--- config.mk ---
export PLATFORM = sky130hd
export DESIGN_NAME = tadc_scan_seq
export DESIGN_NICKNAME = d
export VERILOG_FILES = /design/src/rtl/tadc_pkg.sv /design/src/rtl/tadc_spi_frame.sv /design/src/rtl/tadc_rdiv.sv /design/src/rtl/tadc_scan_seq.sv
export SDC_FILE = /design/constraint.sdc
export NUM_CORES = 1
export LEC_CHECK = 0
export ABC_AREA = 1
export CORE_UTILIZATION = 40
export CTS_CLUSTER_DIAMETER = 120
export DETAILED_ROUTE_END_ITERATION = 12
export GPL_ROUTABILITY_DRIVEN = 0
export REMOVE_ABC_BUFFERS = 1
export SYNTH_ARGS = -nofsm -noshare
export SYNTH_HDL_FRONTEND = slang
export SYNTH_HIERARCHICAL = 1
export SYNTH_SLANG_ARGS = --single-unit
--- constraint.sdc ---
create_clock -name clk_i -period 8.56 [get_ports clk_i]
set_clock_uncertainty 0.2 [all_clocks]
set_input_delay 2.568 -clock clk_i [delete_from_list [all_inputs] [get_ports clk_i]]
set_output_delay 2.568 -clock clk_i [all_outputs]
set_load 0.01 [all_outputs]
--- src/rtl/tadc_pkg.sv ---
package tadc_pkg;
  timeunit 1ns; timeprecision 1ps;

  localparam int ADDR_W     = 3;
  localparam int N_CH       = 1 << ADDR_W;
  localparam int DATA_W     = 12;
  localparam int DATA_LSB   = 3;
  localparam int CMD_W      = 8;
  localparam int RESP_W     = 16;
  localparam int FRAME_BITS = CMD_W + RESP_W;

  typedef enum logic [2:0] {
    S_IDLE, S_PICK, S_SEND, S_WAIT, S_DGO, S_DWAIT, S_FIN
  } seq_st_e;

  function automatic logic single_ended(input logic [ADDR_W-1:0] addr);
    return (addr == 3'd0) || (addr == 3'd2) || (addr == 3'd6) || (addr == 3'd7);
  endfunction

  // {start, addr, 12-bit mode, ser, ref_on, adc_on}
  function automatic logic [CMD_W-1:0] mk_cmd(input logic [ADDR_W-1:0] addr,
                                              input logic int_ref,
                                              input logic last);
    logic se;
    se = single_ended(addr);
    return {1'b1, addr, 1'b0, se, se & int_ref & ~last, ~last};
  endfunction
endpackage

--- src/rtl/tadc_spi_frame.sv ---
module tadc_spi_frame import tadc_pkg::*; #(
  parameter int DIV_W = 8
) (
  input  logic              clk_i,
  input  logic              rst_ni,
  input  logic              start_i,
  input  logic [CMD_W-1:0]  cmd_i,
  input  logic [DIV_W-1:0]  div_i,
  input  logic              miso_i,
  output logic              sclk_o,
  output logic              mosi_o,
  output logic              done_o,
  output logic [DATA_W-1:0] data_o
);
  timeunit 1ns; timeprecision 1ps;

  localparam int BIT_W = $clog2(FRAME_BITS);
  localparam int RX_W  = DATA_W + DATA_LSB;

  logic                  act_q, sclk_q, done_q;
  logic [DIV_W-1:0]      hc_q;
  logic [BIT_W-1:0]      bit_q;
  logic [FRAME_BITS-1:0] tx_q;
  logic [RX_W-1:0]       rx_q;
  logic                  tick;

  assign tick = act_q && (hc_q == div_i);

  always_ff @(posedge clk_i or negedge rst_ni) begin
    if (!rst_ni) begin
      act_q  <= 1'b0;
      sclk_q <= 1'b0;
      done_q <= 1'b0;
      hc_q   <= '0;
      bit_q  <= '0;
      tx_q   <= '0;
      rx_q   <= '0;
    end else begin
      done_q <= 1'b0;
      if (start_i && !act_q) begin
        act_q  <= 1'b1;
        sclk_q <= 1'b0;
        hc_q   <= '0;
        bit_q  <= '0;
        tx_q   <= {cmd_i, {RESP_W{1'b0}}};
      end else if (act_q) begin
        if (tick) begin
          hc_q <= '0;
          if (!sclk_q) begin
            sclk_q <= 1'b1;
            rx_q   <= {rx_q[RX_W-2:0], miso_i};
          end else begin
            sclk_q <= 1'b0;
            if (bit_q == BIT_W'(FRAME_BITS - 1)) begin
              act_q  <= 1'b0;
              done_q <= 1'b1;
            end else begin
              bit_q <= bit_q + 1'b1;
              tx_q  <= tx_q << 1;
            end
          end
        end else begin
          hc_q <= hc_q + 1'b1;
        end
      end
    end
  end

  assign sclk_o = sclk_q;
  assign mosi_o = act_q & tx_q[FRAME_BITS-1];
  assign done_o = done_q;
  assign data_o = rx_q[RX_W-1:DATA_LSB];

  assert_mosi_stable_hi_R2: assert property (@(posedge clk_i) disable iff (!rst_ni)
    sclk_q |=> (!sclk_q || $stable(mosi_o)));
  assert_sclk_idle_low_R2: assert property (@(posedge clk_i) disable iff (!rst_ni)
    !act_q |-> !sclk_q);
endmodule

--- src/rtl/tadc_rdiv.sv ---
module tadc_rdiv #(
  parameter int NUM_W = 16,
  parameter int DEN_W = 3,
  parameter int OUT_W = 12
) (
  input  logic             clk_i,
  input  logic             rst_ni,
  input  logic             start_i,
  input  logic [NUM_W-1:0] num_i,
  input  logic [DEN_W-1:0] den_i,
  output logic             done_o,
  output logic [OUT_W-1:0] quo_o
);
  timeunit 1ns; timeprecision 1ps;

  localparam int CW = $clog2(NUM_W) + 1;
  localparam int PW = NUM_W + DEN_W + 1;

  logic             run_q, done_q;
  logic [CW-1:0]    cnt_q;
  logic [DEN_W-1:0] rem_q, den_q;
  logic [NUM_W-1:0] q_q, num_q;
  logic [DEN_W:0]   rem_sh;

  assign rem_sh = {rem_q, q_q[NUM_W-1]};

  always_ff @(posedge clk_i or negedge rst_ni) begin
    if (!rst_ni) begin
      run_q  <= 1'b0;
      done_q <= 1'b0;
      cnt_q  <= '0;
      rem_q  <= '0;
      den_q  <= '0;
      q_q    <= '0;
      num_q  <= '0;
    end else begin
      done_q <= 1'b0;
      if (start_i && !run_q) begin
        run_q <= 1'b1;
        cnt_q <= '0;
        rem_q <= '0;
        q_q   <= num_i;
        num_q <= num_i;
        den_q <= den_i;
      end else if (run_q) begin
        if (rem_sh >= {1'b0, den_q}) begin
          rem_q <= DEN_W'(rem_sh - {1'b0, den_q});
          q_q   <= {q_q[NUM_W-2:0], 1'b1};
        end else begin
          rem_q <= rem_sh[DEN_W-1:0];
          q_q   <= {q_q[NUM_W-2:0], 1'b0};
        end
        cnt_q <= cnt_q + 1'b1;
        if (cnt_q == CW'(NUM_W - 1)) begin
          run_q  <= 1'b0;
          done_q <= 1'b1;
        end
      end
    end
  end

  assign done_o = done_q;
  assign quo_o  = q_q[OUT_W-1:0];

  // floor identity; the caller's bias of den-1 turns it into round-up
  assert_div_floor_R5: assert property (@(posedge clk_i) disable iff (!rst_ni)
    done_q |-> ((PW'(q_q) * PW'(den_q) <= PW'(num_q)) &&
                (PW'(num_q) < (PW'(q_q) + PW'(1)) * PW'(den_q))));
endmodule

--- src/rtl/tadc_scan_seq.sv ---
module tadc_scan_seq import tadc_pkg::*; #(
  parameter int SKIP_W = 3,
  parameter int OVS_W  = 3,
  parameter int DIV_W  = 8
) (
  input  logic                     clk_i,
  input  logic                     rst_ni,
  input  logic                     start_i,
  input  logic [N_CH-1:0]          ch_en_i,
  input  logic [N_CH*SKIP_W-1:0]   skip_i,
  input  logic [N_CH*OVS_W-1:0]    ovs_i,
  input  logic                     int_ref_i,
  input  logic [DIV_W-1:0]         clk_div_i,
  output logic                     busy_o,
  output logic                     done_o,
  output logic [N_CH*DATA_W-1:0]   result_o,
  output logic                     spi_cs_no,
  output logic                     spi_sclk_o,
  output logic                     spi_mosi_o,
  input  logic                     spi_miso_i
);
  timeunit 1ns; timeprecision 1ps;

  localparam int CNT_W = ((SKIP_W > OVS_W) ? SKIP_W : OVS_W) + 1;
  localparam int SUM_W = DATA_W + OVS_W;
  localparam int NUM_W = SUM_W + 1;

  seq_st_e                st_q;
  logic [ADDR_W-1:0]      ch_q;
  logic [N_CH-1:0]        en_q;
  logic [N_CH*SKIP_W-1:0] skip_q;
  logic [N_CH*OVS_W-1:0]  ovs_q;
  logic                   ref_q;
  logic [DIV_W-1:0]       div_q;
  logic [CNT_W-1:0]       frm_q;
  logic [SUM_W-1:0]       sum_q;
  logic [N_CH*DATA_W-1:0] shadow_q, res_q;
  logic                   done_q, cs_n_q;

  logic [SKIP_W-1:0] skip_cur;
  logic [OVS_W-1:0]  ovs_raw, ovs_eff;
  logic [CNT_W-1:0]  tot;
  logic              last_frm, ch_last;
  logic [CMD_W-1:0]  cmd;
  logic              fr_done, dv_done;
  logic [DATA_W-1:0] fr_data, dv_quo;
  logic [NUM_W-1:0]  dv_num;

  assign skip_cur = skip_q[ch_q*SKIP_W +: SKIP_W];
  assign ovs_raw  = ovs_q[ch_q*OVS_W +: OVS_W];
  assign ovs_eff  = (ovs_raw == '0) ? OVS_W'(1) : ovs_raw;
  assign tot      = CNT_W'(skip_cur) + CNT_W'(ovs_eff);
  assign last_frm = (frm_q == tot - CNT_W'(1));
  assign ch_last  = (ch_q == ADDR_W'(N_CH - 1));
  assign cmd      = mk_cmd(ch_q, ref_q, last_frm);
  assign dv_num   = NUM_W'(sum_q) + NUM_W'(ovs_eff) - NUM_W'(1);

  tadc_spi_frame #(.DIV_W(DIV_W)) u_frame (
    .clk_i   (clk_i),
    .rst_ni  (rst_ni),
    .start_i (st_q == S_SEND),
    .cmd_i   (cmd),
    .div_i   (div_q),
    .miso_i  (spi_miso_i),
    .sclk_o  (spi_sclk_o),
    .mosi_o  (spi_mosi_o),
    .done_o  (fr_done),
    .data_o  (fr_data)
  );

  tadc_rdiv #(.NUM_W(NUM_W), .DEN_W(OVS_W), .OUT_W(DATA_W)) u_div (
    .clk_i   (clk_i),
    .rst_ni  (rst_ni),
    .start_i (st_q == S_DGO),
    .num_i   (dv_num),
    .den_i   (ovs_eff),
    .done_o  (dv_done),
    .quo_o   (dv_quo)
  );

  always_ff @(posedge clk_i or negedge rst_ni) begin
    if (!rst_ni) begin
      st_q     <= S_IDLE;
      ch_q     <= '0;
      en_q     <= '0;
      skip_q   <= '0;
      ovs_q    <= '0;
      ref_q    <= 1'b0;
      div_q    <= '0;
      frm_q    <= '0;
      sum_q    <= '0;
      shadow_q <= '0;
      res_q    <= '0;
      done_q   <= 1'b0;
      cs_n_q   <= 1'b1;
    end else begin
      done_q <= 1'b0;
      unique case (st_q)
        S_IDLE: if (start_i) begin
          if (ch_en_i == '0) begin
            res_q  <= '0;
            done_q <= 1'b1;
          end else begin
            en_q     <= ch_en_i;
            skip_q   <= skip_i;
            ovs_q    <= ovs_i;
            ref_q    <= int_ref_i;
            div_q    <= clk_div_i;
            ch_q     <= '0;
            shadow_q <= '0;
            cs_n_q   <= 1'b0;
            st_q     <= S_PICK;
          end
        end
        S_PICK: begin
          if (en_q[ch_q]) begin
            frm_q <= '0;
            sum_q <= '0;
            st_q  <= S_SEND;
          end else if (ch_last) begin
            st_q <= S_FIN;
          end else begin
            ch_q <= ch_q + 1'b1;
          end
        end
        S_SEND: st_q <= S_WAIT;
        S_WAIT: if (fr_done) begin
          if (frm_q >= CNT_W'(skip_cur)) sum_q <= sum_q + SUM_W'(fr_data);
          if (last_frm) begin
            st_q <= S_DGO;
          end else begin
            frm_q <= frm_q + 1'b1;
            st_q  <= S_SEND;
          end
        end
        S_DGO: st_q <= S_DWAIT;
        S_DWAIT: if (dv_done) begin
          shadow_q[ch_q*DATA_W +: DATA_W] <= dv_quo;
          if (ch_last) begin
            st_q <= S_FIN;
          end else begin
            ch_q <= ch_q + 1'b1;
            st_q <= S_PICK;
          end
        end
        S_FIN: begin
          res_q  <= shadow_q;
          done_q <= 1'b1;
          cs_n_q <= 1'b1;
          st_q   <= S_IDLE;
        end
        default: st_q <= S_IDLE;
      endcase
    end
  end

  assign busy_o    = (st_q != S_IDLE);
  assign done_o    = done_q;
  assign result_o  = res_q;
  assign spi_cs_no = cs_n_q;

  assert_sclk_in_cs_R2: assert property (@(posedge clk_i) disable iff (!rst_ni)
    spi_sclk_o |-> !spi_cs_no);
  assert_cs_held_R2: assert property (@(posedge clk_i) disable iff (!rst_ni)
    (busy_o && st_q != S_FIN) |-> !spi_cs_no);
  assert_result_hold_R7: assert property (@(posedge clk_i) disable iff (!rst_ni)
    !done_o |-> $stable(result_o));
  assert_busy_start_ignored_R8: assert property (@(posedge clk_i) disable iff (!rst_ni)
    (busy_o && start_i) |=> ($stable(en_q) && $stable(skip_q) && $stable(ovs_q)));
  assert_empty_mask_R9: assert property (@(posedge clk_i) disable iff (!rst_ni)
    (!busy_o && start_i && ch_en_i == '0) |=> (done_o && spi_cs_no && !busy_o));
endmodule

-- Yosys cells after proc, flatten, opt, wreduce, memory -nomap -nowiden
Cells that the tools add are included.
- logic and storage cells: 191
- input bits: 69
- output and inout bits: 101
- register bits: 368
- equal/unequal tests: 24
- add/sub/neg operators: 12
- multiplexer cells: 81
- multipliers: 2
- order comparisons: 3
- bitwise operators: 7
- shift-type cells: 4
- reductions and logical operators: 32
- operators by type and width (cell ; count):
    96-bit two-way mux ; 5
    96-bit case mux with 2 select lines ; 2
    24-bit two-way mux ; 5
    96-bit bitwise mux ; 1
    12-bit by 34-bit variable shift with 96-bit output, first input constant ; 1
    12-bit by 34-bit indexed part select with 96-bit output ; 1
    3-bit two-way mux ; 17
    24-bit by 6-bit indexed part select with 3-bit output ; 2
    15-bit two-way mux ; 3
    5-bit two-way mux ; 7
    7-bit negator with 34-bit output ; 1
    16-bit two-way mux ; 2
    15-bit case mux with 2 select lines ; 1
    1-bit two-way mux ; 26
    8-bit two-way mux ; 3
    4-bit AND reduction ; 5
    3-bit case mux with 6 select lines ; 1
    15-bit by 3-bit adder with 16-bit output ; 1
    16-bit by 1-bit subtractor with 16-bit output, second input constant ; 1
    15-bit by 12-bit adder with 15-bit output ; 1
    3-bit equality test, second input constant ; 5
    2-bit inequality test, second input constant ; 7
    2-bit nonzero test ; 7
    4-bit two-way mux ; 3
    33 further kinds ; 57

-- Depth between registers and ports, before layout
- depth in word-level cells: 10
- depth in mapped cells: 24
- mapped depth without buffers: 22

-- Cells and area by module
Netlist, hierarchy kept.
- modules (own cells, without submodules) (module ; area each (µm²) ; times used ; cells an instance ; sequential area each (µm²)):
    tadc_scan_seq ; 15128.3 ; 1 ; 1934 ; 7108.1
    tadc_spi_frame ; 2113.3 ; 1 ; 267 ; 975.9
    tadc_rdiv ; 1492.7 ; 1 ; 165 ; 725.7

-- Least setup slack after synthesis
OpenSTA, ideal clock, no wires.
- path kind: in2reg
- start point: in ch_en_i[6]
- end point: reg res_q[56] (netlist: result_o[56])
- path buffers: 2
- arrival time: 3.751 ns
- library setup time: 0.133 ns
- path slack: 4.477 ns
- required time: 8.227 ns
- cell stages on the path: 8
- path through: inv_1 -> nand4_1 -> nor2_1 -> nand2_1 -> o21ai_1 -> buf_2 -> buf_2 -> o22ai_1
- longest elaborated chain between the ends: 3
- RTL lines (what ; RTL line ; RTL):
    start: declaration ; tadc_scan_seq.sv:9 ; input logic [N_CH-1:0] ch_en_i,
    8-bit zero test ; tadc_scan_seq.sv:100 ; if (ch_en_i == '0) begin
    2-bit inequality test (no line) ; n/a ;
    3-bit AND reduction (no line) ; n/a ;
    end signal: assignment ; tadc_scan_seq.sv:147 ; res_q <= shadow_q;
    end: declaration ; tadc_scan_seq.sv:37 ; logic [N_CH*DATA_W-1:0] shadow_q, res_q;
No other way between the ends.
A chain may end at the register's enable or synchronous reset.

-- Final worst setup path
- start point: in ch_en_i[4]
- end point: reg res_q[11] (netlist: result_o[11])
The elaborated chain is that of the path after synthesis.

==> reports/results.tsv <==
metric	value	unit
status	completed	
tightest_slew	1.05	ns
ys_types	58	
p_leak	10.4	nW
htreeDepth	2	
start_kind	primary input	
setup_viol	0	
rr_startpoint	ch_q[0]$_DFFE_PN0P_	
synth-main-ff-cell	dfrtp_1	
required	8.73	ns
path_clk_slew	0.06	ns
ios	170	
crit_slowest_cell	buf_4	
clock-sinks	352	
netlist_instances	2366	
post_cts_resized	0	
ys_ff_latch	352	
peakVddDrop	0.188	mV
coreArea	45800	um^2
viasPerCell	5.08	
arrival	5.31	ns
drtIter0Drc	1168	
total_power	7.87	mW
portBuffers	169	
worstReg2RegEnd	shadow_q[38]$_DFFE_PN0P_	
grt_usage	20.7	%
min-delay-path-class	reg -> reg	
hold_viol_final	0	
path_depth	8	
setup_tns	0	ns
cts_root_buf	clkbuf_16	
start_util	40.9	%
drt-wirelength-per-cell	15.6	um
synth_top_area_cell	dfrtp_1	
antennaDiodeCount	0	
ant_nets	0	
cts_made_buffers	39	
placedCellCount	3032	
synth_most_common_cell	nand2_1	
gr-total-overflow	0	
fp.dieW	218	um
first_pass_iters	5	
syn_area_per_cell	7.92	um^2
synth-edff-count	0	
fp.dieArea	47700	um^2
vias	15800	
crit_chain	clkdlybuf4s50_1 > inv_1 > nand4_1 > nor2_1 > nand2_1 > o21ai_4 > buf_4 > o22ai_1	
relSlewSlack	29.7	%
crit_family	buffers and inverters	
grt_pass1_vias	15600	
fin_util	48.1	%
crit_end	result_o[11]$_DFFE_PN0P_	
drv_slew	0	
drive_gt1_share	6.68	%
yosysWarnings	6	
fin_crit_sh	60.0	%
synthArstFlopShare	100	%
rrSetupSlack	3.97	ns
fillers	4506	
placementRows	78	
post_cts_hold_buffer_count	0	
pre_cts_ws	2.83	ns
die_h	218	um
worst-setup-path-type	in -> reg	
crit_path_end_kind	flop	
antenna_found_initial	0	
grt_pass1_wl	80.5	mm
drv_cap	0	
cts_tree	built	
critPathBufInv	3	
drc	0	
drt_wl_total	48.5	mm
yosysSeqAreaShare	47.0	%
setup_slack	3.42	ns
post_cts_buffers	0	
rsz0062_at_grt	no	
area_delta_synth_final	17.5	%
reg2reg_depth	14	
grt_max_degree	170	
period_minus_slack	5.14	ns
synth_area	18700	um^2
nNetsFinal	2599	
powerDensity	358	nW/um^2
dp_hpwl	34.7	mm
clock_latency	0.54	ns
critPathMaxStageDelay	0.71	ns
cp_max_fo	71	
fmax	195	MHz
synth.area.top_cells	dfrtp_1, nand2_1, inv_1	
cp-startpoint	ch_en_i[4]	
yosysTopAreaCellShare	46.9	%
stdcell_count	3101	
ys_top_cells_by_count	nand2_1, dfrtp_1, inv_1, nor2_1, nand3_1	
clockBufferDepth	3	
## kinds of logic after synthesis
family          after synthesis  share of synthesized area [%]
compound gates              392                           12.3
xor+xnor                     36                           1.68
fa+ha+maj                    57                           4.01
buf+inv                     480                           10.8
flops                       352                           47.0
other cells                   2                         0.0401
simple gates               1047                           24.1
## worst min-delay path, delay by kind of cell, from the launching register on
| family | cells | cell delay (ns) |
|---|---|---|
| flip-flops | 1 | 0.37 |
| AND/OR/NAND/NOR | 2 | 0.09 |
## stage by stage
step                      hold slack, ns  area (um^2)
after global routing               0.290        22000
after CTS                          0.273        22000
after detailed placement           0.259        20700
final                              0.269        22000
after floorplan                    0.240        18100
after global placement             0.255        20700
## layout by cell type (no fill, tap or decap), types with 8 or more instances in the layout
cell	instances
clkinv_2	8
nand4_1	32
inv_1	339
buf_4	10
nand2_1	638
nor2_2	10
nor3_1	16
o221ai_1	11
clkbuf_16	41
clkbuf_8	11
o21ai_0	102
nand2_4	8
xor2_1	23
nand3_1	142
o21ai_1	62
nand2_2	18
o211ai_1	13
nor2_1	146
o22ai_1	133
a21oi_1	38
xnor2_1	13
inv_2	21
ha_1	52
dfrtp_1	350
clkdlybuf4s50_1	168
## area by class of cell
class	count	area [um^2]	share of cell area, %
sequential	352	8810	40.0
multi-input combinational	1534	7930	36.0
timing repair buffer	180	1790	8.14
inverter	366	1380	6.28
clock buffer	56	1190	5.42
tap	600	751	3.41
clock inverter	13	146	0.665
## sequential cells by signal, indices dropped and copies added, names as in the netlist, 3 cells and up
register	flops
ch_q	3
div_q	8
en_q	8
frm_q	4
ovs_q	24
result_o	96
shadow_q	96
skip_q	24
st_q	3
sum_q	15
u_div/cnt_q	5
u_div/den_q	3
u_div/q_q	16
u_div/rem_q	3
u_frame/bit_q	5
u_frame/hc_q	8
u_frame/rx_q	15
u_frame/tx_q	8
## report_power, final
part / internal, mW / total (mW) / switching (mW)
Combinational: 1.34 / 3.65 / 2.31
Clock: 1.06 / 1.73 / 0.676
Sequential: 2.15 / 2.49 / 0.338
Total: 4.55 / 7.87 / 3.33
## worst min-delay path by stage
stage                                      start  depth (start not counted)  slack (ns)                      endpoint
floorplan                 u_div/done_o$_DFF_PN0_                          1        0.24           st_q[2]$_DFFE_PN0P_
global placement     u_frame/rx_q[1]$_DFFE_PN0P_                          2        0.25   u_frame/rx_q[1]$_DFFE_PN0P_
detailed placement   u_frame/rx_q[1]$_DFFE_PN0P_                          2        0.26   u_frame/rx_q[1]$_DFFE_PN0P_
CTS                  u_frame/rx_q[1]$_DFFE_PN0P_                          2        0.27   u_frame/rx_q[1]$_DFFE_PN0P_
global route        u_frame/tx_q[17]$_DFFE_PN0P_                          2        0.29  u_frame/tx_q[17]$_DFFE_PN0P_
finish                     spi_cs_no$_DFFE_PN1P_                          2        0.27         spi_cs_no$_DFFE_PN1P_
## routing by layer
| layer | share of wire [%] | global-route usage [%] | wire, um |
|---|---|---|---|
| met1 | 45 | 27.9 | 22000 |
| met2 | 47 | 34.2 | 23000 |
| met3 | 4.7 | 2.87 | 2300 |
| met4 | 2.6 | 6.39 | 1250 |
| met5 | 0 | 0 | 0 |
Power figures use the tool's default switching activity.
